File: src/rtl/spi_fm_pkg.sv
package spi_fm_pkg;
  typedef enum logic [1:0] {
    ST_IDLE  = 2'd0,
    ST_LEAD  = 2'd1,
    ST_SHIFT = 2'd2,
    ST_TRAIL = 2'd3
  } spi_st_e;
endpackage

File: src/rtl/spi_pm_gate.sv
module spi_pm_gate (
  input  logic stop_req,
  input  logic wait_req,
  input  logic wait_dis,
  output logic ce
);
  logic hold_w;
  always_comb begin
    hold_w = stop_req | (wait_req & wait_dis);
    ce     = ~hold_w;
  end
endmodule

File: src/rtl/spi_baud_gen.sv
module spi_baud_gen #(
  parameter int DIV_W = 8
) (
  input  logic             clk,
  input  logic             rst_n,
  input  logic             ce,
  input  logic             run,
  input  logic             load,
  input  logic [DIV_W-1:0] div_in,
  output logic             tick
);
  logic [DIV_W-1:0] div_q, div_d;
  logic [DIV_W-1:0] cnt_q, cnt_d;

  always_comb begin
    div_d = div_q;
    if (load) div_d = div_in;
    cnt_d = cnt_q;
    if (ce) begin
      if (!run || (cnt_q == div_q)) cnt_d = '0;
      else                          cnt_d = cnt_q + 1'b1;
    end
    tick = run & (cnt_q == div_q);
  end

  always_ff @(posedge clk or negedge rst_n) begin
    if (!rst_n) begin
      div_q <= '0;
      cnt_q <= '0;
    end else begin
      div_q <= div_d;
      cnt_q <= cnt_d;
    end
  end
endmodule

File: src/rtl/spi_shift_core.sv
module spi_shift_core
  import spi_fm_pkg::*;
#(
  parameter int DATA_W = 8
) (
  input  logic              clk,
  input  logic              rst_n,
  input  logic              ce,
  input  logic              tick,
  input  logic              start,
  input  logic [DATA_W-1:0] tx_byte,
  input  logic              ssoe,
  input  logic              miso,
  output logic              accept,
  output logic              run,
  output logic              sck,
  output logic              mosi,
  output logic              ss_n,
  output logic [DATA_W-1:0] rx_byte,
  output logic              rx_done
);
  localparam int EDGES  = 2 * DATA_W;
  localparam int HC_W   = $clog2(EDGES + 1);
  localparam logic [HC_W-1:0] LAST_RISE = HC_W'(EDGES - 2);
  localparam logic [HC_W-1:0] LAST_FALL = HC_W'(EDGES - 1);

  spi_st_e           st_q, st_d;
  logic [HC_W-1:0]   half_q, half_d;
  logic [DATA_W-1:0] tx_q, tx_d;
  logic [DATA_W-1:0] rx_q, rx_d;
  logic [DATA_W-1:0] out_q, out_d;
  logic              sck_q, sck_d;
  logic              ss_q, ss_d;
  logic              done_q, done_d;
  logic              step;

  always_comb begin
    accept = (st_q == ST_IDLE) & start & ce;
    step   = ce & tick;
    st_d   = st_q;
    half_d = half_q;
    tx_d   = tx_q;
    rx_d   = rx_q;
    out_d  = out_q;
    sck_d  = sck_q;
    ss_d   = ss_q;
    done_d = 1'b0;
    unique case (st_q)
      ST_IDLE: begin
        if (accept) begin
          st_d   = ST_LEAD;
          tx_d   = tx_byte;
          ss_d   = ~ssoe;
          half_d = '0;
        end
      end
      ST_LEAD: begin
        if (step) begin
          st_d   = ST_SHIFT;
          sck_d  = 1'b1;
          rx_d   = {rx_q[DATA_W-2:0], miso};
          half_d = half_q + 1'b1;
        end
      end
      ST_SHIFT: begin
        if (step) begin
          half_d = half_q + 1'b1;
          if (sck_q) begin
            sck_d = 1'b0;
            tx_d  = {tx_q[DATA_W-2:0], 1'b0};
            if (half_q == LAST_FALL) st_d = ST_TRAIL;
          end else begin
            sck_d = 1'b1;
            rx_d  = {rx_q[DATA_W-2:0], miso};
            if (half_q == LAST_RISE) begin
              out_d  = {rx_q[DATA_W-2:0], miso};
              done_d = 1'b1;
            end
          end
        end
      end
      ST_TRAIL: begin
        if (step) begin
          st_d = ST_IDLE;
          ss_d = 1'b1;
        end
      end
      default: st_d = ST_IDLE;
    endcase
  end

  always_ff @(posedge clk or negedge rst_n) begin
    if (!rst_n) begin
      st_q   <= ST_IDLE;
      half_q <= '0;
      tx_q   <= '0;
      rx_q   <= '0;
      out_q  <= '0;
      sck_q  <= 1'b0;
      ss_q   <= 1'b1;
      done_q <= 1'b0;
    end else begin
      st_q   <= st_d;
      half_q <= half_d;
      tx_q   <= tx_d;
      rx_q   <= rx_d;
      out_q  <= out_d;
      sck_q  <= sck_d;
      ss_q   <= ss_d;
      done_q <= done_d;
    end
  end

  assign run     = (st_q != ST_IDLE);
  assign sck     = sck_q;
  assign mosi    = tx_q[DATA_W-1];
  assign ss_n    = ss_q;
  assign rx_byte = out_q;
  assign rx_done = done_q;
endmodule

File: src/rtl/spi_freeze_master.sv
module spi_freeze_master #(
  parameter int DATA_W = 8,
  parameter int DIV_W  = 8
) (
  input  logic              clk,
  input  logic              rst_n,
  input  logic              start,
  input  logic [DATA_W-1:0] tx_byte,
  input  logic [DIV_W-1:0]  cfg_div,
  input  logic              cfg_ssoe,
  input  logic              cfg_wait_dis,
  input  logic              stop_req,
  input  logic              wait_req,
  input  logic              miso,
  output logic              sck,
  output logic              mosi,
  output logic              ss_n,
  output logic              busy,
  output logic              frozen,
  output logic [DATA_W-1:0] rx_byte,
  output logic              rx_done
);
  logic rs_meta, rs_sync;
  logic ce, tick, accept, run;

  always_ff @(posedge clk or negedge rst_n) begin
    if (!rst_n) begin
      rs_meta <= 1'b0;
      rs_sync <= 1'b0;
    end else begin
      rs_meta <= 1'b1;
      rs_sync <= rs_meta;
    end
  end

  spi_pm_gate u_gate (
    .stop_req (stop_req),
    .wait_req (wait_req),
    .wait_dis (cfg_wait_dis),
    .ce       (ce)
  );

  spi_baud_gen #(.DIV_W(DIV_W)) u_baud (
    .clk    (clk),
    .rst_n  (rs_sync),
    .ce     (ce),
    .run    (run),
    .load   (accept),
    .div_in (cfg_div),
    .tick   (tick)
  );

  spi_shift_core #(.DATA_W(DATA_W)) u_core (
    .clk     (clk),
    .rst_n   (rs_sync),
    .ce      (ce),
    .tick    (tick),
    .start   (start),
    .tx_byte (tx_byte),
    .ssoe    (cfg_ssoe),
    .miso    (miso),
    .accept  (accept),
    .run     (run),
    .sck     (sck),
    .mosi    (mosi),
    .ss_n    (ss_n),
    .rx_byte (rx_byte),
    .rx_done (rx_done)
  );

  assign busy   = run;
  assign frozen = run & ~ce;
endmodule

File: config.mk
export PLATFORM = sky130hd
export DESIGN_NAME = spi_freeze_master
export DESIGN_NICKNAME = d
export VERILOG_FILES = /design/src/rtl/spi_fm_pkg.sv /design/src/rtl/spi_pm_gate.sv /design/src/rtl/spi_baud_gen.sv /design/src/rtl/spi_shift_core.sv /design/src/rtl/spi_freeze_master.sv
export SDC_FILE = /design/constraint.sdc
export NUM_CORES = 1
export LEC_CHECK = 0
export ABC_AREA = 1
export BUFFER_PORTS_ARGS = -buffer_cell sky130_fd_sc_hd__buf_2
export CORE_ASPECT_RATIO = 0.75
export CORE_UTILIZATION = 40
export CTS_CLUSTER_DIAMETER = 50
export DETAILED_ROUTE_END_ITERATION = 6
export GPL_ROUTABILITY_DRIVEN = 0
export SLEW_MARGIN = 20
export SYNTH_ARGS = -nofsm -noshare
export SYNTH_HDL_FRONTEND = slang
export SYNTH_SLANG_ARGS = --single-unit
export TNS_END_PERCENT = 100
File: constraint.sdc
create_clock -name clk -period 2 [get_ports clk]
set_input_delay 0.3 -clock clk [delete_from_list [all_inputs] [get_ports clk]]
set_output_delay 0.3 -clock clk [all_outputs]
set_load 0.01 [all_outputs]
==> results.md <==
Outcome:
- The flow ran to the end, and the final reports show no timing, DRC or antenna violations.

Setup path:
- The setup slack of the most critical reg-to-reg path is roughly 0.23 ns.
- The largest single stage delay on the critical path is slightly above 0.4 ns.
- The launch instance of the worst register-to-register path is u_core.st_q[0]$_DFFE_PN0P_.
- Traced cell by cell, the critical path runs through inv_1 -> ha_1 -> nor2_1 -> nand3_4 -> o21ai_4 -> nand2_4 -> nand2_1 -> nand2_1.
- The largest fanout of any net on the critical path is 9.
- STA classifies the critical path startpoint as a flop.
- The arrival time at the worst endpoint is roughly 2 ns.
- In this run the number of cells on the critical path is 8.
- The cell with the largest stage delay on the worst path is dfrtp_1.
- The most repeated library cell on the critical path is nand2_1.
- The buffers plus inverters on the worst setup path is 1.
- The data required time of the worst path is ~2.2 ns.
- In this run the critical register-to-register path is captured at u_core.tx_q[0]$_DFFE_PN0P_.
- The worst register-to-register path has a depth of 8.
- On the critical path the largest part of the delay comes from simple AND/OR/NAND/NOR gates.
- The kind of end point of the critical path is a flop.
- The worst setup path is of the flop to flop kind.

Floorplanning:
- The area inside the core boundary is roughly 6300 um2.
- The horizontal die dimension is 95.4 um.
- In this run the count of I/O pins placed on the die edge is 38.
- The total number of placement rows is 25.
- The die covers about 7000 um2.
- The y dimension of the die is roughly 70 um.
- The starting utilization of the core area is approximately 41%.

Timing:
- The count of pins over their slew limit is 0.
- Setup repair after global routing left no endpoint under its margin.
- The number of failing hold endpoints at the final stage is 0.
- The worst path in the final design needs a cycle of 1.77 ns, including I/O delays and setup.
- The max-slew headroom at the worst pin is roughly three fifths.
- Setup violations remaining at the end of the flow were counted as 0.
- For the final database, setup skew stands at a little over 0.01 ns.
- For this run, the top clock speed supported by timing is 566 MHz.
- The setup TNS is 0 ns.
- The pin slew with the least headroom to its limit is between 0.5 and 0.6 ns.
- The portion of the clock cycle consumed by the worst path in the final layout is between 80% and 90%.

Hold path:
- Along the worst hold path, the cell count comes to 3.
- The endpoint with the worst hold slack is u_baud.div_q[7]$_DFFE_PN0P_.
- The type of the most critical hold path is input pin to flop.
- In this run the most critical hold path is launched from cfg_div[7].

Yosys:
- After synthesis, the cell types taking the most area are dfrtp_1 (48%), nand2_1 (17%), inv_1 (4.9%).
- The multiplexer share of the synthesized area is 0%.
- The compound-gate portion of the synthesized area is 9.89%.
- The combined area of all synthesized cells is around 2600 um2.
- After synthesis, the netlist uses 34 different library cells.
- Summing the areas of all and, or, nand and nor instances in the mapped netlist gives approximately 28% of the synthesized area.
- The portion of synthesized cell area occupied by the leading cell type is between 40% and 50%.
- The number of nets in the synthesized netlist is 345.
- The largest family of logic cells by synthesized area is simple AND/OR/NAND/NOR gates.
- The post-synthesis xor/xnor area fraction is ~2.0%.
- Each instance of the synthesized netlist takes up on average roughly 8.4 um2.
- After synthesis, flip-flops and latches occupy between 40% and 50% of the total area.
- After Yosys synthesis, full adders, half adders and majority gates account for between 4 and 5% of the synthesized area.
- Counting flops and latches in the post-synthesis netlist gives slightly above 50.
- The synthesized design spends more area on one cell type than any other, namely dfrtp_1.
- Yosys printed 0 warnings.
- The gate count after technology mapping is 312.

Route:
- For this block, the initial DRC count from the detailed router was about 150.
- The DRC violation count after routing is 0.
- Dividing the detail-routed wire length by the instance count gives around 11 um.
- The total wirelength of the detailed-routed design is about 4.9 mm.
- The routed via count divided by cell count is 4.56.
- The detailed router placed about 2000 vias in this run.
- The pre-antenna-repair detailed-routing pass consisted of 4 iterations.
- In this run the remaining antenna-violating nets after routing total 0.

GRT:
- The first-pass GRT wire length is between 8 and 9 mm.
- The initial antenna violation count was 0.
- For this run, the total global-route usage over all layers was measured as roughly 16%.
- For this run the aggregate overflow at the end of global routing stands at 0.
- The maximum number of pins on one net before global-route repair is 26.
- The via count of the first global-routing pass came to between 1500 and 2000.

Power:
- The net switching power is around 1.7 mW.
- Per report_power, the combinational group accounts for around 44% of the total.
- The peak supply drop is approximately 0.49 mV.
- The switching portion of total power is a little over two fifths.
- Power spread over the standard cell area amounts to 1380 nW/um2.
- Internal power comes to roughly 2.4 mW.
- Sequential cells burn roughly two fifths of the power.
- The share of power burned in the clock network is between 15 and 20%.
- The leakage power summed over all cells is 1.57 nW.

Finish:
- The synthesis-to-finish area growth is 15.8%.
- At the end of the flow, the number of nets in the layout was 388.
- The number of diodes is 0.
- The post-route cell area is 3030 um2.
- Of the cells placed in the final design, the portion with a size suffix greater than 1 is a little under a quarter.
- Leaving out fill and tap cells, the most frequent cells in the layout are nand2_1 (116), dfrtp_1 (49), buf_2 (37).
- Summing all flip-flop and latch instances after layout gives 1280 um2.
- The library cell used most frequently in the layout, excluding fill and tap cells, is nand2_1.
- The number of inserted filler cells in the final layout is roughly 640.
- Summing all multi-input logic gate instances after layout gives about 1200 um2.

Run:
- The tool flagged a number of max-cap violations equal to 0.

CTS:
- The number of clock sinks is between 50 and 60.
- The later-pin clock latency in the skew report is ~0.31 ns.
- The H-tree generated during clock tree synthesis spans 2 levels.
- The cell sitting at the root of the clock tree is a clkbuf_8.
- The post-CTS setup buffer count is 0.
- Counting the buffers created by CTS gives 5.
- The clock input transition at the sequential cells of the worst setup and hold paths is about 0.10 ns.
- TritonCTS built the clock tree.
- The clock passes through at most 2 buffers.

Placement:
- After legalization and detailed placement, the total HPWL measured 3.55 mm.
- The area after detailed placement is around 2900 um2.
- The count of buffers from port buffering is 37.
-- synth_stat cells --
master,n
xnor2_1,3
o21ai_2,12
nor4_1,1
nand3_4,2
a31oi_1,1
a21oi_2,1
xor2_1,3
nor3_1,4
o21ai_4,1
nor2_2,2
nand2_2,6
conb_1,1
nor2_1,8
buf_2,3
buf_6,3
nor2_4,1
dfrtp_1,50
clkinv_1,1
dfstp_2,1
o21ai_0,9
o21ai_1,7
nand3b_1,1
nand2_4,1
ha_1,9
a21oi_1,7
inv_1,34
nand2_1,116
nand4_1,1
clkbuf_1,1
nand3_1,14
or2_2,2
a21o_1,1
inv_2,1
nor3b_1,4
-- metrics by stage --
| step | setup slack [ns] | instances | util (%) | power (mW) | hold slack (ns) |
|---|---|---|---|---|---|
| 2_1_floorplan | 0.336 | 312 | - | 3.08 | 0.00441 |
| 3_3_place_gp | 0.226 | 428 | 46.0 | 3.44 | 0.0868 |
| 3_5_place_dp | 0.202 | 428 | 46.0 | 3.46 | 0.0906 |
| 4_1_cts | 0.178 | 437 | 48.0 | 4.23 | 0.185 |
| 5_1_grt | 0.0467 | 437 | 48.0 | 4.57 | 0.195 |
| 6_report | 0.233 | 437 | 48.0 | 4.18 | 0.198 |
-- layer usage --
metal	wire, um	share of wire (%)	global-route usage, %
met1	2770	57	24.3
met2	1920	39	22.3
met3	140	2.9	3.46
met4	34	0.70	3.98
met5	0	0	0
-- power groups by stage --
stage | logic, mW | registers [mW] | clock network [mW]
5_1_grt | 2.11 | 1.65 | 0.811
2_1_floorplan | 1.49 | 1.59 | 0
3_5_place_dp | 1.83 | 1.63 | 0
3_3_place_gp | 1.82 | 1.62 | 0
6_report | 1.82 | 1.61 | 0.753
4_1_cts | 1.84 | 1.61 | 0.781
-- kinds of logic (layout without fill, tap and decap cells) --
family                   count (synthesis)  after routing
AND/OR/NAND/NOR                        163            163
flip-flops                              51             51
buffers and inverters                   43             87
AO/OA/AOI/OAI                           39             39
adder cells (fa/ha/maj)                  9              9
XOR/XNOR                                 6              6
other                                    1              1
-- tightest hold or removal path, stage by stage --
cell and delay (ns):
buf_2 0.08, nand2_1 0.04, o21ai_0 0.06
-- area by class of cell --
| cell class | count | share of cell area [%] |
|---|---|---|
| inverter | 36 | 4.46 |
| timing repair buffer | 43 | 8.09 |
| sequential | 51 | 42.2 |
| multi-input combinational | 218 | 38.1 |
| tap | 81 | 3.34 |
| clock buffer | 6 | 2.72 |
| clock inverter | 2 | 1.16 |
-- state kept, by name (all words and copies together), names as in the netlist --
name and count:
u_core.st_q 2, u_core.rx_byte 8, u_core.sck 1, u_core.half_q 5, u_core.rx_done 1, u_baud.div_q 8
rs_meta 1, u_core.tx_q 8, u_core.ss_n 1, rs_sync 1, u_core.rx_q 7, u_baud.cnt_q 8
-- repair_timing --
item,4_1_cts,5_1_grt
hold endpoints to repair,2,0
endpoints found under the setup margin,0,1
resized for setup,0,1
hold buffers,1,0
-- worst max path at each step --
stage                                          start                             to  slack (ns)
after global placement    u_core.st_q[1]$_DFFE_PN0P_     u_core.tx_q[5]$_DFFE_PN0P_        0.23
after detailed placement  u_core.st_q[0]$_DFFE_PN0P_     u_core.tx_q[5]$_DFFE_PN0P_        0.20
after global routing      u_core.st_q[0]$_DFFE_PN0P_     u_core.tx_q[1]$_DFFE_PN0P_        0.05
final                     u_core.st_q[0]$_DFFE_PN0P_     u_core.tx_q[0]$_DFFE_PN0P_        0.23
after CTS                 u_core.st_q[0]$_DFFE_PN0P_     u_core.tx_q[5]$_DFFE_PN0P_        0.18
after floorplan           u_core.st_q[0]$_DFFE_PN0P_  u_core.rx_byte[5]$_DFFE_PN0P_        0.34
No activity file was read; power rests on OpenSTA's default activity.
